[config.mk]
export PLATFORM = sky130hd
export DESIGN_NAME = tiled_view_addr
export DESIGN_NICKNAME = d
export VERILOG_FILES = /design/src/rtl/tva_pkg.sv /design/src/rtl/tva_geom.sv /design/src/rtl/tva_xform.sv /design/src/rtl/tva_pack.sv /design/src/rtl/tiled_view_addr.sv
export SDC_FILE = /design/constraint.sdc
export NUM_CORES = 1
export LEC_CHECK = 0
export ABC_AREA = 1
export BUFFER_PORTS_ARGS = -buffer_cell sky130_fd_sc_hd__buf_2
export CAP_MARGIN = 10
export CORE_ASPECT_RATIO = 2
export CORE_MARGIN = 2
export CORE_UTILIZATION = 51
export CTS_CLUSTER_DIAMETER = 40
export DETAILED_ROUTE_END_ITERATION = 16
export PLACE_DENSITY = 0.8
export SLEW_MARGIN = 40
export SYNTH_ARGS = -nofsm -noshare
export SYNTH_HDL_FRONTEND = slang
export SYNTH_SLANG_ARGS = --single-unit
[constraint.sdc]
create_clock -name clk -period 1.4 [get_ports clk]
set_input_delay 0.14 -clock clk [delete_from_list [all_inputs] [get_ports clk]]
set_output_delay 0.14 -clock clk [all_outputs]
set_load 0.01 [all_outputs]
[src/rtl/tva_pkg.sv]
package tva_pkg;

  typedef enum logic [1:0] {
    FMT_B8   = 2'd0,
    FMT_B16  = 2'd1,
    FMT_B32  = 2'd2,
    FMT_PAGE = 2'd3
  } fmt_e;

  localparam int ORI_YINV = 0;
  localparam int ORI_XINV = 1;
  localparam int ORI_SWAP = 2;

  localparam int SH_W = 5;

  typedef struct packed {
    logic [SH_W-1:0] xs;
    logic [SH_W-1:0] ys;
  } shift_t;

endpackage

[src/rtl/tva_geom.sv]
module tva_geom
  import tva_pkg::*;
#(
  parameter int CW_BITS     = 14,
  parameter int CH_BITS     = 13,
  parameter int SLOT_W_BITS = 6,
  parameter int SLOT_H_BITS = 6
) (
  input  logic [1:0]      fmt_i,
  output shift_t          shift_o,
  output logic [SH_W-1:0] x_bits_o,
  output logic [SH_W-1:0] y_bits_o,
  output logic [31:0]     x_mask_o,
  output logic [31:0]     y_mask_o
);

  localparam logic [SH_W-1:0] CW_L = SH_W'(CW_BITS);
  localparam logic [SH_W-1:0] CH_L = SH_W'(CH_BITS);

  always_comb begin
    unique case (fmt_e'(fmt_i))
      FMT_B8:   shift_o = '{xs: SH_W'(0), ys: SH_W'(0)};
      FMT_B16:  shift_o = '{xs: SH_W'(0), ys: SH_W'(1)};
      FMT_B32:  shift_o = '{xs: SH_W'(1), ys: SH_W'(1)};
      default:  shift_o = '{xs: SH_W'(SLOT_W_BITS), ys: SH_W'(SLOT_H_BITS)};
    endcase
  end

  always_comb begin
    x_bits_o = CW_L - shift_o.xs;
    y_bits_o = CH_L - shift_o.ys;
    x_mask_o = (32'd1 << x_bits_o) - 32'd1;
    y_mask_o = (32'd1 << y_bits_o) - 32'd1;
  end

endmodule

[src/rtl/tva_xform.sv]
module tva_xform
  import tva_pkg::*;
#(
  parameter int COORD_W = 16
) (
  input  logic [COORD_W-1:0] x_i,
  input  logic [COORD_W-1:0] y_i,
  input  logic [2:0]         orient_i,
  input  logic [SH_W-1:0]    x_bits_i,
  input  logic [SH_W-1:0]    y_bits_i,
  input  logic [31:0]        x_mask_i,
  input  logic [31:0]        y_mask_i,
  output logic               in_range_o,
  output logic [31:0]        lin_o
);

  localparam int PAD = 32 - COORD_W;

  logic [31:0] x_ext, y_ext;
  logic [31:0] x_mir, y_mir;

  always_comb begin
    x_ext = {{PAD{1'b0}}, x_i};
    y_ext = {{PAD{1'b0}}, y_i};
    in_range_o = (x_ext <= x_mask_i) && (y_ext <= y_mask_i);
  end

  // mirror first, in each axis's own field
  always_comb begin
    x_mir = orient_i[ORI_XINV] ? (x_ext ^ x_mask_i) : x_ext;
    y_mir = orient_i[ORI_YINV] ? (y_ext ^ y_mask_i) : y_ext;
  end

  // then optional transpose into a linear index
  always_comb begin
    if (orient_i[ORI_SWAP]) lin_o = (x_mir << y_bits_i) + y_mir;
    else                    lin_o = (y_mir << x_bits_i) + x_mir;
  end

endmodule

[src/rtl/tva_pack.sv]
module tva_pack
  import tva_pkg::*;
#(
  parameter int CW_BITS = 14,
  parameter int CH_BITS = 13,
  parameter int AREA_W  = CW_BITS + CH_BITS,
  parameter int ADDR_W  = AREA_W + 5
) (
  input  logic [31:0]       lin_i,
  input  shift_t            shift_i,
  input  logic [1:0]        fmt_i,
  input  logic [2:0]        orient_i,
  input  logic              in_range_i,
  output logic [ADDR_W-1:0] addr_o,
  output logic [31:0]       stride_o
);

  localparam logic [SH_W-1:0] CW_L = SH_W'(CW_BITS);
  localparam logic [SH_W-1:0] CH_L = SH_W'(CH_BITS);

  logic [SH_W-1:0] align;
  logic [31:0]     placed;

  always_comb begin
    align  = shift_i.xs + shift_i.ys;
    placed = lin_i << align;
    if (in_range_i) addr_o = {orient_i, fmt_i, placed[AREA_W-1:0]};
    else            addr_o = '0;
  end

  always_comb begin
    if (orient_i[ORI_SWAP]) stride_o = 32'd1 << (CH_L + shift_i.xs);
    else                    stride_o = 32'd1 << (CW_L + shift_i.ys);
  end

endmodule

[src/rtl/tiled_view_addr.sv]
module tiled_view_addr
  import tva_pkg::*;
#(
  parameter int CW_BITS     = 14,
  parameter int CH_BITS     = 13,
  parameter int SLOT_W_BITS = 6,
  parameter int SLOT_H_BITS = 6,
  parameter int COORD_W     = 16,
  localparam int AREA_W     = CW_BITS + CH_BITS,
  localparam int ADDR_W     = AREA_W + 5
) (
  input  logic               clk,
  input  logic               rst_n,
  input  logic               req_i,
  input  logic [1:0]         fmt_i,
  input  logic [2:0]         orient_i,
  input  logic [COORD_W-1:0] x_i,
  input  logic [COORD_W-1:0] y_i,
  output logic [ADDR_W-1:0]  addr_o,
  output logic               addr_ok_o,
  output logic [31:0]        stride_o
);

  shift_t          shift;
  logic [SH_W-1:0] x_bits, y_bits;
  logic [31:0]     x_mask, y_mask;
  logic            in_range;
  logic [31:0]     lin;
  logic [ADDR_W-1:0] addr_c;
  logic [31:0]     stride_c;

  tva_geom #(
    .CW_BITS(CW_BITS), .CH_BITS(CH_BITS),
    .SLOT_W_BITS(SLOT_W_BITS), .SLOT_H_BITS(SLOT_H_BITS)
  ) u_geom (
    .fmt_i(fmt_i), .shift_o(shift),
    .x_bits_o(x_bits), .y_bits_o(y_bits),
    .x_mask_o(x_mask), .y_mask_o(y_mask)
  );

  tva_xform #(.COORD_W(COORD_W)) u_xform (
    .x_i(x_i), .y_i(y_i), .orient_i(orient_i),
    .x_bits_i(x_bits), .y_bits_i(y_bits),
    .x_mask_i(x_mask), .y_mask_i(y_mask),
    .in_range_o(in_range), .lin_o(lin)
  );

  tva_pack #(
    .CW_BITS(CW_BITS), .CH_BITS(CH_BITS),
    .AREA_W(AREA_W), .ADDR_W(ADDR_W)
  ) u_pack (
    .lin_i(lin), .shift_i(shift), .fmt_i(fmt_i), .orient_i(orient_i),
    .in_range_i(in_range), .addr_o(addr_c), .stride_o(stride_c)
  );

  // output stage: next-state then register
  logic [ADDR_W-1:0] addr_d, addr_q;
  logic [31:0]       stride_d, stride_q;
  logic              ok_d, ok_q;

  always_comb begin
    addr_d   = addr_q;
    stride_d = stride_q;
    ok_d     = 1'b0;
    if (req_i) begin
      addr_d   = addr_c;
      stride_d = stride_c;
      ok_d     = in_range;
    end
  end

  always_ff @(posedge clk or negedge rst_n) begin
    if (!rst_n) begin
      addr_q   <= '0;
      stride_q <= '0;
      ok_q     <= 1'b0;
    end else begin
      addr_q   <= addr_d;
      stride_q <= stride_d;
      ok_q     <= ok_d;
    end
  end

  assign addr_o    = addr_q;
  assign stride_o  = stride_q;
  assign addr_ok_o = ok_q;

  // idle cycles keep address and stride, and drop the ok flag
  p_hold_r1: assert property (@(posedge clk) disable iff (!rst_n)
    !req_i |=> ($stable(addr_o) && $stable(stride_o) && !addr_ok_o));

  // tag bits follow the request's format and orientation
  p_tags_r3: assert property (@(posedge clk) disable iff (!rst_n)
    (req_i && in_range) |=>
      (addr_o[ADDR_W-1 -: 5] == $past({orient_i, fmt_i})) && addr_ok_o);

  // rejected coordinate yields a zero address
  p_zero_bad_r4: assert property (@(posedge clk) disable iff (!rst_n)
    (req_i && !in_range) |=> (addr_o == '0) && !addr_ok_o);

  // the linear index fits in the combined field widths
  p_lin_fits_r7: assert property (@(posedge clk) disable iff (!rst_n)
    (req_i && in_range) |-> ((lin >> (x_bits + y_bits)) == 32'd0));

  // stride is a single power of two after any request
  p_stride_pow2_r9: assert property (@(posedge clk) disable iff (!rst_n)
    req_i |=> ($countones(stride_o) == 1));

endmodule

==> impl_metrics.yaml, run 1 <==
run_status:
  status: "aborted with a tool error"
  stop_stage: "5_1_grt"
  error_line: "[ERROR GRT-0232] Routing congestion too high. Check the congestion heatmap in the GUI."
synth:
  syn_area_um2: 8444
  synth_edf_count: 0
  yosysMostFrequentCell: "nand2_1"
  yosysTopAreaCell: "dfrtp_1"
  synthTopCellsByArea: "dfrtp_1 (19%), nand2_1 (18%), nand3_1 (10%), ha_1 (8.4%), o21ai_0 (7.5%)"
  yosys_most_used_dff: "dfrtp_1"
  syn_avg_cell_area_um2: 5.964
  synth.top_cell.area_share_pct: 19.26
  synth.distinct_cells: 56
  async_reset_ff_share_pct: 100.0
  synth_seq_cells: 65
  syn_inst: 1416
  yosysWarnings: 0
  synth_common_cells: "nand2_1 (408), nand3_1 (170), inv_1 (148)"
  synth_seq_area_share_pct: 19.26
cts:
  numCtsBuffers: 9
  clk_path_buf_depth: 2
  cts-htree-levels: 3
  cts.sinks: 65
  cts_root_buf: "clkbuf_16"
die:
  rows: 66
  die_h_um: 186.0
  start_util_pct: 51.91
  ios: 105
  fp.dieW_um: 94.99
placement:
  io_buffers: 104
  placedCellCount: 2023
  place_congestion: 1.114
  placed_cell_area_um2: 11780
  hpwlAfterDp_um: 32380
global_route:
  gr-total-overflow: 10
  grt_max_degree: 58
  grt_usage_pct: 65.55
sta:
  endpoint_type: "sequential cell input"
  worst_endpoint: "addr_o[26]$_DFFE_PN0P_/D"
[through the flow]
step	setup slack (ns)	hold slack (ns)
2_1_floorplan	-1.859	-0.1556
3_3_place_gp	-2.594	0.04464
3_5_place_dp	-2.638	0.05420
4_1_cts	-1.887	0.08926
[kinds of logic after synthesis]
family | count (synthesis) | synth area share (%)
flops | 65 | 19.26
simple gates | 802 | 42.30
mux | 6 | 0.7112
buf+inv | 221 | 10.68
compound gates | 246 | 16.06
xor+xnor | 18 | 2.489
other cells | 1 | 0.04441
fa+ha+maj | 57 | 8.446
[timing repair]
action                     CTS
pin swaps                   91
hold buffers                 1
gates cloned                 2
gates resized for setup    271
hold endpoints to repair    13
setup endpoints to repair   52
buffers inserted            36
[layer usage]
metal / track usage, % / overflow
met5: 4.630 / 0
met2: 91.01 / 7
met1: 60.21 / 0
met4: 73.39 / 3
met3: 40.36 / 0
==> run 2: changes to the inputs <==
CORE_ASPECT_RATIO = not set   (was 2)
CORE_UTILIZATION = 36   (was 51)
CTS_CLUSTER_DIAMETER = not set   (was 40)
PLACE_DENSITY = not set   (was 0.8)
PLACE_DENSITY_LB_ADDON = 0.15   (was not set)
==> impl_metrics.yaml, run 2 <==
power:
  p_int_uw: 6409
  switching_share_pct: 42.04
  ir_drop_mv: 0.5981
  p_leak_uw: 0.007406
  p_sw_uw: 4649
  p_clk_share_pct: 20.4
  seqPwrFrac_pct: 18.0
  power_density_nw_per_um2: 788.9
  combPwrFrac_pct: 61.6
sta:
  max_slew_margin_pct: 60.62
  fmax_mhz: 300.5
  final-hold-violation-count: 0
  worst_pin_slew_ns: 0.5846
  layout_min_cycle_time_ns: 3.328
  period_share_pct: 237.7
  finClkSkew_ns: 0
  worst_hold_slack_ns: 0.09319
  setup_slack_ns: -1.928
  slew_viol_final: 0
  rsz0062_at_grt: "yes"
  setup_viol: 47
min_path:
  min_from: "req_i"
  hp-class: "input pin to flop"
drt:
  ant_nets: 0
  drt-wirelength-per-cell_um: 16.95
  drc: 0
  via_count: 11170
  wl_um: 37150
  routed_via_density: 5.094
  drt_iter0_markers: 883
  first_pass_iters: 6
die:
  die_area_um2: 24700
  rows: 56
  die_h_um: 157.2
  start_util_pct: 36.30
  fp.dieW_um: 157.2
  placeableCoreArea_um2: 23260
  ios: 105
placement:
  place_congestion: 0.9721
  pre_cts_slack_ns: -2.811
  io_buffers: 104
  placed_cell_area_um2: 11870
  hpwlAfterDp_um: 29830
  placedCellCount: 2129
synth:
  synth_fa_ha_area_share_pct: 8.446
  yosysWarnings: 0
  syn_avg_cell_area_um2: 5.964
  syn_area_um2: 8444
  synth_seq_cells: 65
  yosysMostFrequentCell: "nand2_1"
  synth_top_family_by_area: "simple AND/OR/NAND/NOR gates"
  synth_common_cells: "nand2_1 (408), nand3_1 (170), inv_1 (148)"
  syn_inst: 1416
  synth_compound_area_share_pct: 16.06
  async_reset_ff_share_pct: 100.0
  synth.distinct_cells: 56
  synth_edf_count: 0
  yosys_most_used_dff: "dfrtp_1"
  yosysTopAreaCell: "dfrtp_1"
  synthMuxAreaShare_pct: 0.7112
  synth_xor_xnor_area_share_pct: 2.489
  synthTopCellsByArea: "dfrtp_1 (19%), nand2_1 (18%), nand3_1 (10%), ha_1 (8.4%), o21ai_0 (7.5%)"
  synth_seq_area_share_pct: 19.26
  yosys.area_share.simple_pct: 42.30
  synth.top_cell.area_share_pct: 19.26
run_status:
  status: "complete, but fails checks"
  violations: "setup timing"
global_route:
  gr-total-overflow: 0
  grt_max_degree: 66
  grt_pass1_vias: 10670
  antenna_found_initial: 0
  grt_usage_pct: 29.48
  grt_pass1_wl_um: 56380
worst_setup_path:
  arrival_ns: 3.55
  end_kind: "flop"
  cp-startpoint: "fmt_i[1]"
  slowest_stage: "ha_2"
  slowest_delay_ns: 0.34
  crit_fanout: 8
  critical_path_required_ns: 1.62
  crit_top_cell: "nand2_1"
  cp-start-kind: "input pin"
  rr_startpoint: "addr_o[11]$_DFFE_PN0P_"
  worst-setup-path-type: "input pin to flop"
cts:
  cts_root_buf: "clkbuf_16"
  numCtsBuffers: 9
  clk_latency_ns: 0.33
  tritoncts: "built"
  cts.sinks: 65
  cts-htree-levels: 3
  clk_pin_slew_ns: 0.06
  clk_path_buf_depth: 2
finish:
  antennaDiodeCount: 0
  final_common_cell: "nand2_1"
  nets: 1965
  final_layout_size_suffix_gt1_share_pct: 43.78
  fin_cells: 2192
  fin_area_um2: 14020
  final_cell_mix: "nand2_1 (366), buf_4 (343), inv_1 (129)"
  area_growth_pct: 66.00
flow_run:
  cap_violations: 0
run 2: cell counts after synthesis:
Identical to the previous run, type by type.
run 2: routing by layer:
metal	vias up	track usage (%)	part of all wire (%)
li1	5584	-	-
met1	5152	37.43	44
met2	351	51.11	47
met3	80	1.817	4.3
met4	0	13.85	4.7
met5	-	0	0
run 2: critical path: cells and delay by family:
kind	cells	cell delay (ns)
buffers and inverters	4	0.54
xor gates and xnor gates	1	0.20
adders and majority gates	2	0.55
AOI/OAI and AO/OA	6	0.81
and+or+nand+nor	17	1.32
run 2: final cells by class:
type | count | area [µm²]
clock buffers | 9 | 225.2
clock inverters | 7 | 77.57
fillers | 2240 | 9245
inverters | 158 | 648.1
multi-input cells | 1141 | 7264
flip-flops and latches | 65 | 1627
well taps | 319 | 399.1
repair buffers | 493 | 3776
run 2: power groups by stage:
stage	combinational [µW]	clock, µW	sequential [µW]
after floorplan	2770	0	2060
after global placement	5400	0	2030
after detailed placement	5430	0	2020
after CTS	6200	2280	1990
after global routing	7370	2360	2000
final	6810	2250	1990
run 2: what timing repair did:
item                                   CTS  global route
buffers inserted                        32            16
endpoints found under the hold margin   65             0
hold buffers                             1             0
gates resized for setup                261           131
gates cloned                             2             0
pin swaps                               68            60
setup endpoints to repair               52            47
run 2: logic make-up (layout without fill, tap and decap cells):
kind of cell	Yosys count	after routing
adder cells (fa/ha/maj)	57	57
other	1	12
flip-flops	65	65
multiplexers	6	6
buffers and inverters	221	667
XOR/XNOR	18	18
AND/OR/NAND/NOR	802	802
AO/OA/AOI/OAI	246	246
run 2: final timing paths:
path | to | slack, ns | cells after the start
max in group asynchronous | stride_o[11]$_DFFE_PN0P_ | 0.77 | 3
min in group asynchronous | stride_o[16]$_DFFE_PN0P_ | 0.36 | 3
min | stride_o[0]$_DFFE_PN0P_ | 0.09 | 2
max reg2reg | addr_o[11]$_DFFE_PN0P_ | 0.67 | 1
max | addr_o[21]$_DFFE_PN0P_ | -1.93 | 30
min reg2reg | addr_o[15]$_DFFE_PN0P_ | 0.47 | 2
run 2: stage by stage:
stage | util [%] | power, µW | setup TNS, ns
2_1_floorplan | - | 4824 | -49.54
3_3_place_gp | 51.02 | 7426 | -90.02
3_5_place_dp | 51.02 | 7450 | -92.65
4_1_cts | 57.43 | 10470 | -55.84
5_1_grt | 60.26 | 11730 | -65.92
6_report | 60.26 | 11060 | -59.66
No activity file was read; power rests on OpenSTA's default activity.
==> run 3: changes to the inputs <==
BUFFER_PORTS_ARGS = -buffer_cell sky130_fd_sc_hd__buf_4   (was -buffer_cell sky130_fd_sc_hd__buf_2)
SKIP_CTS_REPAIR_TIMING = 1   (was not set)
==> impl_metrics.yaml, run 3 (synthesized netlist as in run 2, its figures left out) <==
drt:
  drc: 0
  via_count: 11160
  drt-wirelength-per-cell_um: 16.76
  ant_nets: 0
  drt_iter0_markers: 785
  wl_um: 36900
  routed_via_density: 5.069
  first_pass_iters: 5
die:
  placeableCoreArea_um2: 23260
  start_util_pct: 36.30
  die_area_um2: 24700
  rows: 56
  die_h_um: 157.2
  fp.dieW_um: 157.2
  ios: 105
flow_run:
  cap_violations: 0
worst_setup_path:
  crit_top_cell: "nand2_1"
  path_delay_family: "simple AND/OR/NAND/NOR gates"
  rr_startpoint: "addr_o[27]$_DFFE_PN0P_"
  critical_path_required_ns: 1.62
  worst-setup-path-type: "input pin to flop"
  cp-start-kind: "input pin"
  slowest_stage: "a2111oi_2"
  ff2ff_path_depth: 2
  arrival_ns: 3.58
  crit_fanout: 6
  timing.rr.end: "addr_o[27]$_DFFE_PN0P_"
  end_kind: "flop"
  r2r_slack_ns: 0.65
  crit_buf_inv: 5
  slowest_delay_ns: 0.39
global_route:
  grt_usage_pct: 28.37
  gr-total-overflow: 0
  antenna_found_initial: 0
  grt_pass1_vias: 10240
  grt_max_degree: 34
  grt_pass1_wl_um: 54340
run_status:
  violations: "setup timing"
  status: "complete, but fails checks"
min_path:
  holdPathEnd: "stride_o[2]$_DFFE_PN0P_"
  hp-class: "input pin to flop"
  min_from: "req_i"
  min_path_cells: 3
finish:
  area_growth_pct: 66.62
  nets: 1974
  final_common_cell: "buf_4"
  final_cell_mix: "buf_4 (464), nand2_1 (377), nand3_1 (137)"
  final_layout_size_suffix_gt1_share_pct: 42.40
  antennaDiodeCount: 0
cts:
  numCtsBuffers: 9
  tritoncts: "built"
  clk_path_buf_depth: 2
  cts-htree-levels: 3
  clk_pin_slew_ns: 0.06
  cts_root_buf: "clkbuf_16"
  cts.sinks: 65
  clk_latency_ns: 0.33
power:
  p_leak_uw: 0.007357
  power.total_uw: 10930
  ir_drop_mv: 0.6212
  power_density_nw_per_um2: 776.5
placement:
  place_congestion: 1.021
  io_buffers: 104
  hpwlAfterDp_um: 29780
  pre_cts_slack_ns: -2.589
sta:
  finClkSkew_ns: 0
  slew_viol_final: 0
  period_share_pct: 239.7
  fmax_mhz: 298.0
  final-hold-violation-count: 0
  layout_min_cycle_time_ns: 3.356
  worst_pin_slew_ns: 0.5832
  max_slew_margin_pct: 60.71
  rsz0062_at_grt: "yes"
  setup_viol: 47
  setup_slack_ns: -1.956
run 3: changes by cell type in the layout (fill, tap and decap cells not counted), moves of 5 or more:
| cell | change |
|---|---|
| buf_4 | +121 |
| ha_1 | +5 |
| nand3_1 | +21 |
| nand2_2 | -9 |
| nand3_2 | -17 |
| nor2_2 | +6 |
| nor2_1 | -10 |
| buf_12 | -7 |
| buf_2 | -104 |
| nand2_1 | +11 |
run 3: cell type report:
| type | count | area, µm² |
|---|---|---|
| Fill cell | 2245 | 9193 |
| Tap cell | 319 | 399.1 |
| Multi-Input combinational cell | 1141 | 7064 |
| Timing Repair Buffer | 502 | 4033 |
| Inverter | 158 | 644.4 |
| Clock buffer | 9 | 225.2 |
| Sequential cell | 65 | 1627 |
| Clock inverter | 7 | 77.57 |
run 3: how the worst max path moves through the flow:
| stage | startpoint | endpoint | slack, ns | cells past startpoint |
|---|---|---|---|---|
| global placement | fmt_i[0] | addr_o[21]$_DFFE_PN0P_ | -2.59 | 26 |
| CTS | fmt_i[0] | addr_o[19]$_DFFE_PN0P_ | -2.25 | 26 |
| detailed placement | fmt_i[0] | addr_o[21]$_DFFE_PN0P_ | -2.59 | 26 |
| finish | fmt_i[1] | addr_o[26]$_DFFE_PN0P_ | -1.96 | 27 |
| global route | fmt_i[1] | addr_o[26]$_DFFE_PN0P_ | -2.22 | 32 |
| floorplan | fmt_i[0] | addr_o[25]$_DFFE_PN0P_ | -1.86 | 28 |
run 3: per-layer routing:
| layer | part of all wire [%] | global-route usage [%] | up-vias |
|---|---|---|---|
| met5 | 0 | 0 | - |
| met1 | 42 | 36.78 | 5088 |
| met2 | 46 | 47.89 | 385 |
| met4 | 6.2 | 14.16 | 0 |
| li1 | - | - | 5599 |
| met3 | 5.3 | 1.735 | 84 |
run 3: where the power goes:
group,leakage [µW],switching [µW],internal (µW)
clock,0.000146,839,1390
combinational,0.00631,3650,3050
sequential,0.000897,44.8,1950
run 3: per-stage QoR:
step	setup TNS, ns	cells	hold slack [ns]	instance area [µm²]	util [%]
6_report	-56.36	2201	0.2681	14070	60.48
2_1_floorplan	-49.54	1427	-0.1556	8623	-
3_3_place_gp	-84.72	2144	0.1106	12170	52.30
4_1_cts	-69.48	2160	-0.2345	12470	53.60
5_1_grt	-64.32	2201	0.2733	14070	60.48
3_5_place_dp	-86.44	2144	0.1117	12170	52.30
run 3: worst min-delay path: stages:
cell    delay [ns]
buf_4         0.12
buf_4         0.23
nor2_1        0.07
